File: src/rtl/entry_seq_pkg.sv
package entry_seq_pkg;
  localparam int CODE_W    = 12;
  localparam int BIT_BLOCK = 28;
  localparam int BIT_BANK  = 29;
  localparam int BIT_PRIV  = 30;
  localparam int BIT_FPDIS = 15;
  localparam int MASK_LSB  = 4;
  localparam int MASK_W    = 4;

  localparam logic [CODE_W-1:0] CODE_RESET  = 12'h000;
  localparam logic [CODE_W-1:0] CODE_MANUAL = 12'h020;
  localparam logic [CODE_W-1:0] CODE_MULTI  = 12'h140;
  localparam logic [CODE_W-1:0] CODE_MISSR  = 12'h040;
  localparam logic [CODE_W-1:0] CODE_MISSW  = 12'h060;
  localparam logic [CODE_W-1:0] CODE_TRAP   = 12'h160;
  localparam logic [CODE_W-1:0] CODE_EXEMPT = 12'h1E0;

  localparam logic [31:0] RESET_TARGET = 32'hA000_0000;
  localparam logic [31:0] OFS_GENERAL  = 32'h0000_0100;
  localparam logic [31:0] OFS_MISS     = 32'h0000_0400;
  localparam logic [31:0] OFS_IRQ      = 32'h0000_0600;

  typedef enum logic [1:0] {
    TGT_RESET, TGT_GENERAL, TGT_MISS, TGT_IRQ
  } target_e;

  typedef struct packed {
    logic              load;
    logic              isExp;
    logic              isIrq;
    target_e           target;
    logic              pcFwd;
    logic              pcBack;
    logic              clrWake;
    logic [CODE_W-1:0] code;
  } strobes_t;
endpackage

File: src/rtl/entry_ctrl.sv
module entry_ctrl
  import entry_seq_pkg::*;
#(
  parameter int LVL_W = 4
) (
  input  logic              clk,
  input  logic              rstN,
  input  logic              excValid,
  input  logic [CODE_W-1:0] excCode,
  input  logic              irqReq,
  input  logic              vecValid,
  input  logic [LVL_W-1:0]  vecLevel,
  input  logic              srBlocked,
  input  logic [MASK_W-1:0] srMask,
  input  logic              inDelay,
  input  logic              wakeIn,
  output strobes_t          strb
);
  logic              forceReset;
  logic [CODE_W-1:0] effCode;
  logic              irqCand;
  logic              irqGate;
  logic              irqOk;
  target_e           excTarget;

  assign forceReset = srBlocked && (excCode != CODE_EXEMPT);
  assign effCode    = forceReset ? CODE_RESET : excCode;
  assign irqCand    = irqReq && !excValid;
  assign irqGate    = irqCand && (!srBlocked || wakeIn);
  assign irqOk      = irqGate && vecValid && (vecLevel > LVL_W'(srMask));

  always_comb begin
    unique case (effCode)
      CODE_RESET, CODE_MANUAL, CODE_MULTI: excTarget = TGT_RESET;
      CODE_MISSR, CODE_MISSW:              excTarget = TGT_MISS;
      default:                             excTarget = TGT_GENERAL;
    endcase
  end

  always_comb begin
    strb         = '0;
    strb.isExp   = excValid;
    strb.isIrq   = irqOk;
    strb.load    = excValid || irqOk;
    strb.target  = excValid ? excTarget : TGT_IRQ;
    strb.pcFwd   = excValid && (effCode == CODE_TRAP);
    strb.pcBack  = inDelay;
    strb.clrWake = srBlocked;
    strb.code    = effCode;
  end

  AST_EXC_WINS: assert property (@(posedge clk) disable iff (!rstN)
    excValid |-> !strb.isIrq);
  AST_BLOCKED_EXC: assert property (@(posedge clk) disable iff (!rstN)
    (excValid && srBlocked && excCode != CODE_EXEMPT) |-> (strb.target == TGT_RESET));
  AST_BLOCKED_IRQ: assert property (@(posedge clk) disable iff (!rstN)
    (!excValid && srBlocked && !wakeIn) |-> !strb.load);
  AST_MASK_LEVEL: assert property (@(posedge clk) disable iff (!rstN)
    strb.isIrq |-> (vecLevel > LVL_W'(srMask)));
  AST_ONE_KIND: assert property (@(posedge clk) disable iff (!rstN)
    $onehot0({strb.isExp, strb.isIrq}));
endmodule

File: src/rtl/entry_data.sv
module entry_data
  import entry_seq_pkg::*;
#(
  parameter int XLEN  = 32,
  parameter int DLY_W = 3
) (
  input  logic              clk,
  input  logic              rstN,
  input  strobes_t          strb,
  input  logic [XLEN-1:0]   srIn,
  input  logic [XLEN-1:0]   pcIn,
  input  logic [XLEN-1:0]   vbrIn,
  input  logic [XLEN-1:0]   r15In,
  input  logic [CODE_W-1:0] vecCode,
  input  logic [DLY_W-1:0]  dlyIn,
  input  logic              wakeIn,
  output logic              entryTaken,
  output logic [XLEN-1:0]   pcOut,
  output logic [XLEN-1:0]   srOut,
  output logic [XLEN-1:0]   ssrOut,
  output logic [XLEN-1:0]   spcOut,
  output logic [XLEN-1:0]   sgrOut,
  output logic [CODE_W-1:0] expEvtOut,
  output logic [CODE_W-1:0] intEvtOut,
  output logic [DLY_W-1:0]  dlyOut,
  output logic              wakeOut
);
  localparam logic [XLEN-1:0] STEP = XLEN'(2);

  logic [XLEN-1:0] nextPc;
  logic [XLEN-1:0] nextSr;
  logic [XLEN-1:0] nextSpc;

  always_comb begin
    unique case (strb.target)
      TGT_RESET:   nextPc = XLEN'(RESET_TARGET);
      TGT_MISS:    nextPc = vbrIn + XLEN'(OFS_MISS);
      TGT_IRQ:     nextPc = vbrIn + XLEN'(OFS_IRQ);
      default:     nextPc = vbrIn + XLEN'(OFS_GENERAL);
    endcase
  end

  always_comb begin
    nextSr = srIn;
    nextSr[BIT_BLOCK] = 1'b1;
    nextSr[BIT_BANK]  = 1'b1;
    nextSr[BIT_PRIV]  = 1'b1;
    if (strb.target == TGT_RESET) begin
      nextSr[BIT_FPDIS] = 1'b0;
      nextSr[MASK_LSB +: MASK_W] = '1;
    end
  end

  always_comb begin
    nextSpc = pcIn;
    if (strb.pcBack) nextSpc = nextSpc - STEP;
    if (strb.pcFwd)  nextSpc = nextSpc + STEP;
  end

  always_ff @(posedge clk) begin
    if (!rstN) begin
      entryTaken <= 1'b0;
      pcOut      <= '0;
      srOut      <= '0;
      ssrOut     <= '0;
      spcOut     <= '0;
      sgrOut     <= '0;
      expEvtOut  <= '0;
      intEvtOut  <= '0;
      dlyOut     <= '0;
      wakeOut    <= 1'b0;
    end else begin
      entryTaken <= strb.load;
      if (strb.load) begin
        pcOut   <= nextPc;
        srOut   <= nextSr;
        ssrOut  <= srIn;
        spcOut  <= nextSpc;
        sgrOut  <= r15In;
        dlyOut  <= strb.pcBack ? '0 : dlyIn;
        wakeOut <= strb.clrWake ? 1'b0 : wakeIn;
        if (strb.isExp) expEvtOut <= strb.code;
        if (strb.isIrq) intEvtOut <= vecCode;
      end
    end
  end

  AST_SAVE_CTX: assert property (@(posedge clk) disable iff (!rstN)
    entryTaken |-> (ssrOut == $past(srIn)) && (sgrOut == $past(r15In)));
  AST_SR_BITS: assert property (@(posedge clk) disable iff (!rstN)
    entryTaken |-> (srOut[BIT_BLOCK] && srOut[BIT_BANK] && srOut[BIT_PRIV]));
  AST_DLY_CLEAR: assert property (@(posedge clk) disable iff (!rstN)
    (entryTaken && $past(strb.pcBack)) |-> (dlyOut[1:0] == 2'b00));
  AST_HOLD: assert property (@(posedge clk) disable iff (!rstN)
    !entryTaken |-> ($stable(pcOut) && $stable(ssrOut) && $stable(expEvtOut)));
endmodule

File: src/rtl/entry_seq.sv
module entry_seq
  import entry_seq_pkg::*;
#(
  parameter int XLEN  = 32,
  parameter int LVL_W = 4,
  parameter int DLY_W = 3
) (
  input  logic              clk,
  input  logic              rstN,
  input  logic              excValid,
  input  logic [11:0]       excCode,
  input  logic              irqReq,
  input  logic              vecValid,
  input  logic [11:0]       vecCode,
  input  logic [LVL_W-1:0]  vecLevel,
  input  logic [XLEN-1:0]   srIn,
  input  logic [XLEN-1:0]   pcIn,
  input  logic [XLEN-1:0]   vbrIn,
  input  logic [XLEN-1:0]   r15In,
  input  logic [DLY_W-1:0]  dlyIn,
  input  logic              wakeIn,
  output logic              entryTaken,
  output logic [XLEN-1:0]   pcOut,
  output logic [XLEN-1:0]   srOut,
  output logic [XLEN-1:0]   ssrOut,
  output logic [XLEN-1:0]   spcOut,
  output logic [XLEN-1:0]   sgrOut,
  output logic [11:0]       expEvtOut,
  output logic [11:0]       intEvtOut,
  output logic [DLY_W-1:0]  dlyOut,
  output logic              wakeOut
);
  strobes_t strb;
  logic     inDelay;

  assign inDelay = |dlyIn[1:0];

  entry_ctrl #(.LVL_W(LVL_W)) u_ctrl (
    .clk(clk), .rstN(rstN),
    .excValid(excValid), .excCode(excCode),
    .irqReq(irqReq), .vecValid(vecValid), .vecLevel(vecLevel),
    .srBlocked(srIn[BIT_BLOCK]), .srMask(srIn[MASK_LSB +: MASK_W]),
    .inDelay(inDelay), .wakeIn(wakeIn),
    .strb(strb)
  );

  entry_data #(.XLEN(XLEN), .DLY_W(DLY_W)) u_data (
    .clk(clk), .rstN(rstN), .strb(strb),
    .srIn(srIn), .pcIn(pcIn), .vbrIn(vbrIn), .r15In(r15In),
    .vecCode(vecCode), .dlyIn(dlyIn), .wakeIn(wakeIn),
    .entryTaken(entryTaken), .pcOut(pcOut), .srOut(srOut),
    .ssrOut(ssrOut), .spcOut(spcOut), .sgrOut(sgrOut),
    .expEvtOut(expEvtOut), .intEvtOut(intEvtOut),
    .dlyOut(dlyOut), .wakeOut(wakeOut)
  );
endmodule

File: config.mk
export PLATFORM = sky130hd
export DESIGN_NAME = entry_seq
export DESIGN_NICKNAME = d
export VERILOG_FILES = /design/src/rtl/entry_seq_pkg.sv /design/src/rtl/entry_ctrl.sv /design/src/rtl/entry_data.sv /design/src/rtl/entry_seq.sv
export SDC_FILE = /design/constraint.sdc
export NUM_CORES = 1
export LEC_CHECK = 0
export BUFFER_PORTS_ARGS = -buffer_cell sky130_fd_sc_hd__buf_2
export CORE_AREA = 2 2 136 138
export CTS_BUF_LIST = sky130_fd_sc_hd__clkbuf_4
export DETAILED_ROUTE_END_ITERATION = 6
export DIE_AREA = 0 0 138 140
export PLACE_DENSITY = 0.91
export SYNTH_ARGS = -nofsm -noshare
export SYNTH_HDL_FRONTEND = slang
export SYNTH_SLANG_ARGS = --single-unit
export TNS_END_PERCENT = 1
File: constraint.sdc
create_clock -name clk -period 7.8 [get_ports clk]
set_input_delay 0.78 -clock clk [delete_from_list [all_inputs] [get_ports clk]]
set_output_delay 0.78 -clock clk [all_outputs]
set_load 0.1 [all_outputs]
==> results.cfg <==
[detailed_routing]
drtAntennaViolNets = 0
wire_per_inst_um = 17.1
vias_per_cell = 5.77
wirelength_um = 29400
vias = 9911
firstDrtPassIters = 5
drc = 0
drt-initial-drc-count = 735

[floorplanning]
die_x_um = 138
core_um2 = 17800
pin_count = 354
fp-row-count = 49
dieArea_um2 = 19300
die_h_um = 140
start_util = 0.508

[synth]
ys_ff_latch = 163
synth_edf_count = 0
synth.distinct_cells = 71
synth_top_cell_area_share = 0.361
synthTopCellsByArea = dfxtp_1, nand2_1, a21oi_1, nor2_1, xnor2_1
synth_flop_cell = dfxtp_1
async_reset_ff_frac = 0
ys_warn_count = 0
avgSynthCellArea_um2 = 7.50
yosysTopAreaCell = dfxtp_1
syn_area_um2 = 9030
synth_nets = 1380
syn_inst = 1204
seq_area_frac_synth = 0.361

[critical_path]
r2r_slack_ns = 6.96
critPathArrivalTime_ns = 4.17
r2r_end = u_data.pcOut[31]
reg2reg_depth = 2
crit_type = input pin to flip-flop
cp_max_fo = 10
worstReg2RegStart = u_data.pcOut[31]
startpoint_type = input pin
endpoint_kind = flip-flop
cp.required_ns = 8.27

[placement]
hpwlAfterDp_um = 21700
globalplace.congestion = 1.00
portBuffers = 353

[clock_tree]
h-tree-depth = 4
clk_latency_ns = 0.56
post-cts-setup-buffer-count = 0
cts-root-buf = clkbuf_4
cts_resized = 0
clk_transition_reported_paths_ns = 0.17
clk_path_buf_depth = 2
postCtsHoldBufs = 0
cts_tree = built
cts.sink_count = 163
cts_made_buffers = 17

[sta]
hold_viol = 0
period_share = 0.475
setup_viol_count_final = 0
rsz0062_at_grt = no
slew_headroom = 0.226
period_needed_ns = 3.70
tns_ns = 0
max_freq_mhz = 270
finalMaxSlewViolations = 0
fin_skew_ns = 0
worst_pin_slew_ns = 1.16

[hold_path]
hold_path.class = input pin to flip-flop
hold_start = vbrIn[3]
holdPathEnd = u_data.pcOut[3]
min_path_cells = 2

[pwr]
vdd_drop_max_uv = 118
power_leakage_nw = 4.85
finalPower_w = 0.00216
p_per_area_nw_per_um2 = 198

[global_routing]
antenna_found_initial = 2
grt_max_degree = 105
met3_usage = 0.0715
met1_usage = 0.345
use_met2 = 0.490
grt_pass1_wl_um = 45800
top_usage_layer = met2
grt_overflow = 0
grt_use_total = 0.287
grt_pass1_vias = 9234

[flow_run]
drv_cap = 0

[final_layout]
drive_gt1_frac = 0.289
final_common_cell = buf_2
fin_nets = 1651
fillers = 1592
final_cell_mix = buf_2, nand2_1, dfxtp_1
syn_to_final_growth_pct = 21.1

[outcome]
outcome = completed
==> worst max-delay path, cell delays in order <==
cell and delay (ns):
buf_2 0.10, or4_1 0.52, nor2_1 0.42, nand4_1 0.44
nor3_1 0.95, mux2_2 0.41, a2111oi_0 0.45, nor2_1 0.09
==> state kept, by name, indices dropped and copies added, names as in the netlist <==
name / flops
u_data.ssrOut: 32
u_data.spcOut: 32
u_data.dlyOut: 3
u_data.expEvtOut: 12
u_data.wakeOut: 1
u_data.srOut: 6
u_data.pcOut: 32
u_data.entryTaken: 1
u_data.intEvtOut: 12
u_data.sgrOut: 32
==> power by group <==
group | switching (W) | internal, W
Clock | 0.000362 | 0.000148
Sequential | 0.0000274 | 0.000882
Combinational | 0.000601 | 0.000140
Total | 0.000991 | 0.00117
==> synth_stat cells, types with 3 or more instances <==
master	n
a2111oi_0	3
a211oi_1	11
a21o_1	3
a21oi_1	157
a221o_1	4
a22o_1	9
a22oi_1	4
a311oi_1	5
a31oi_1	6
and2_1	9
and3_1	13
and4_1	3
buf_4	26
clkbuf_1	78
dfxtp_1	163
ha_1	11
inv_1	24
mux2i_1	18
nand2_1	214
nand3_1	41
nand4_1	14
nor2_1	105
nor2b_1	15
nor3_1	23
nor4_1	13
o211ai_1	7
o21a_1	3
o21ai_0	52
o21bai_1	3
o221a_2	7
o221ai_1	7
o22ai_1	4
o31ai_1	5
or2_2	13
or3_1	12
or4_1	10
xnor2_1	43
xor2_1	22
==> layer usage <==
layer  share of wire  routed length (µm)
met5         0.00044                  13
met4           0.028                 823
met2            0.49               14300
met1            0.40               11600
met3           0.090                2640
==> logic make-up (layout without fill, tap and decap cells) <==
family | count (synthesis) | in the layout | share of synthesized area
simple gates | 505 | 505 | 0.262
flops | 163 | 163 | 0.361
fa+ha+maj | 11 | 11 | 0.0152
mux | 20 | 20 | 0.0224
compound gates | 308 | 308 | 0.210
buf+inv | 132 | 416 | 0.0665
other cells | 0 | 1 | 0
xor+xnor | 65 | 65 | 0.0630
==> worst max-delay path by stage <==
stage | from | end
2_1_floorplan | pcIn[12] | u_data.spcOut[26]
3_3_place_gp | excCode[10] | u_data.spcOut[6]
3_5_place_dp | excCode[10] | u_data.spcOut[6]
4_1_cts | excCode[10] | u_data.spcOut[6]
5_1_grt | excCode[10] | u_data.spcOut[6]
6_report | excCode[10] | u_data.spcOut[6]
==> area by class of cell <==
cell class | instances | area [µm²] | area share
Sequential cell | 163 | 3260 | 0.298
Clock buffer | 17 | 128 | 0.0117
Antenna cell | 1 | 2.50 | 0.000229
Tap cell | 229 | 287 | 0.0262
Multi-Input combinational cell | 909 | 5190 | 0.474
Clock inverter | 15 | 163 | 0.0149
Timing Repair Buffer | 359 | 1810 | 0.166
Inverter | 25 | 96.3 | 0.00881
==> stage by stage <==
step / hold slack (ns) / instance area (µm²) / worst slack [ns] / utilization / instances
after floorplan: 0.874 / 9030 / 4.23 / - / 1204
after global placement: 0.429 / 10600 / 3.68 / 0.599 / 1685
after detailed placement: 0.441 / 10600 / 3.54 / 0.599 / 1685
after CTS: 0.351 / 10900 / 4.19 / 0.615 / 1717
after global routing: 0.356 / 10900 / 3.83 / 0.615 / 1718
final: 0.418 / 10900 / 4.10 / 0.615 / 1718
(Power assumes the default switching activity.)
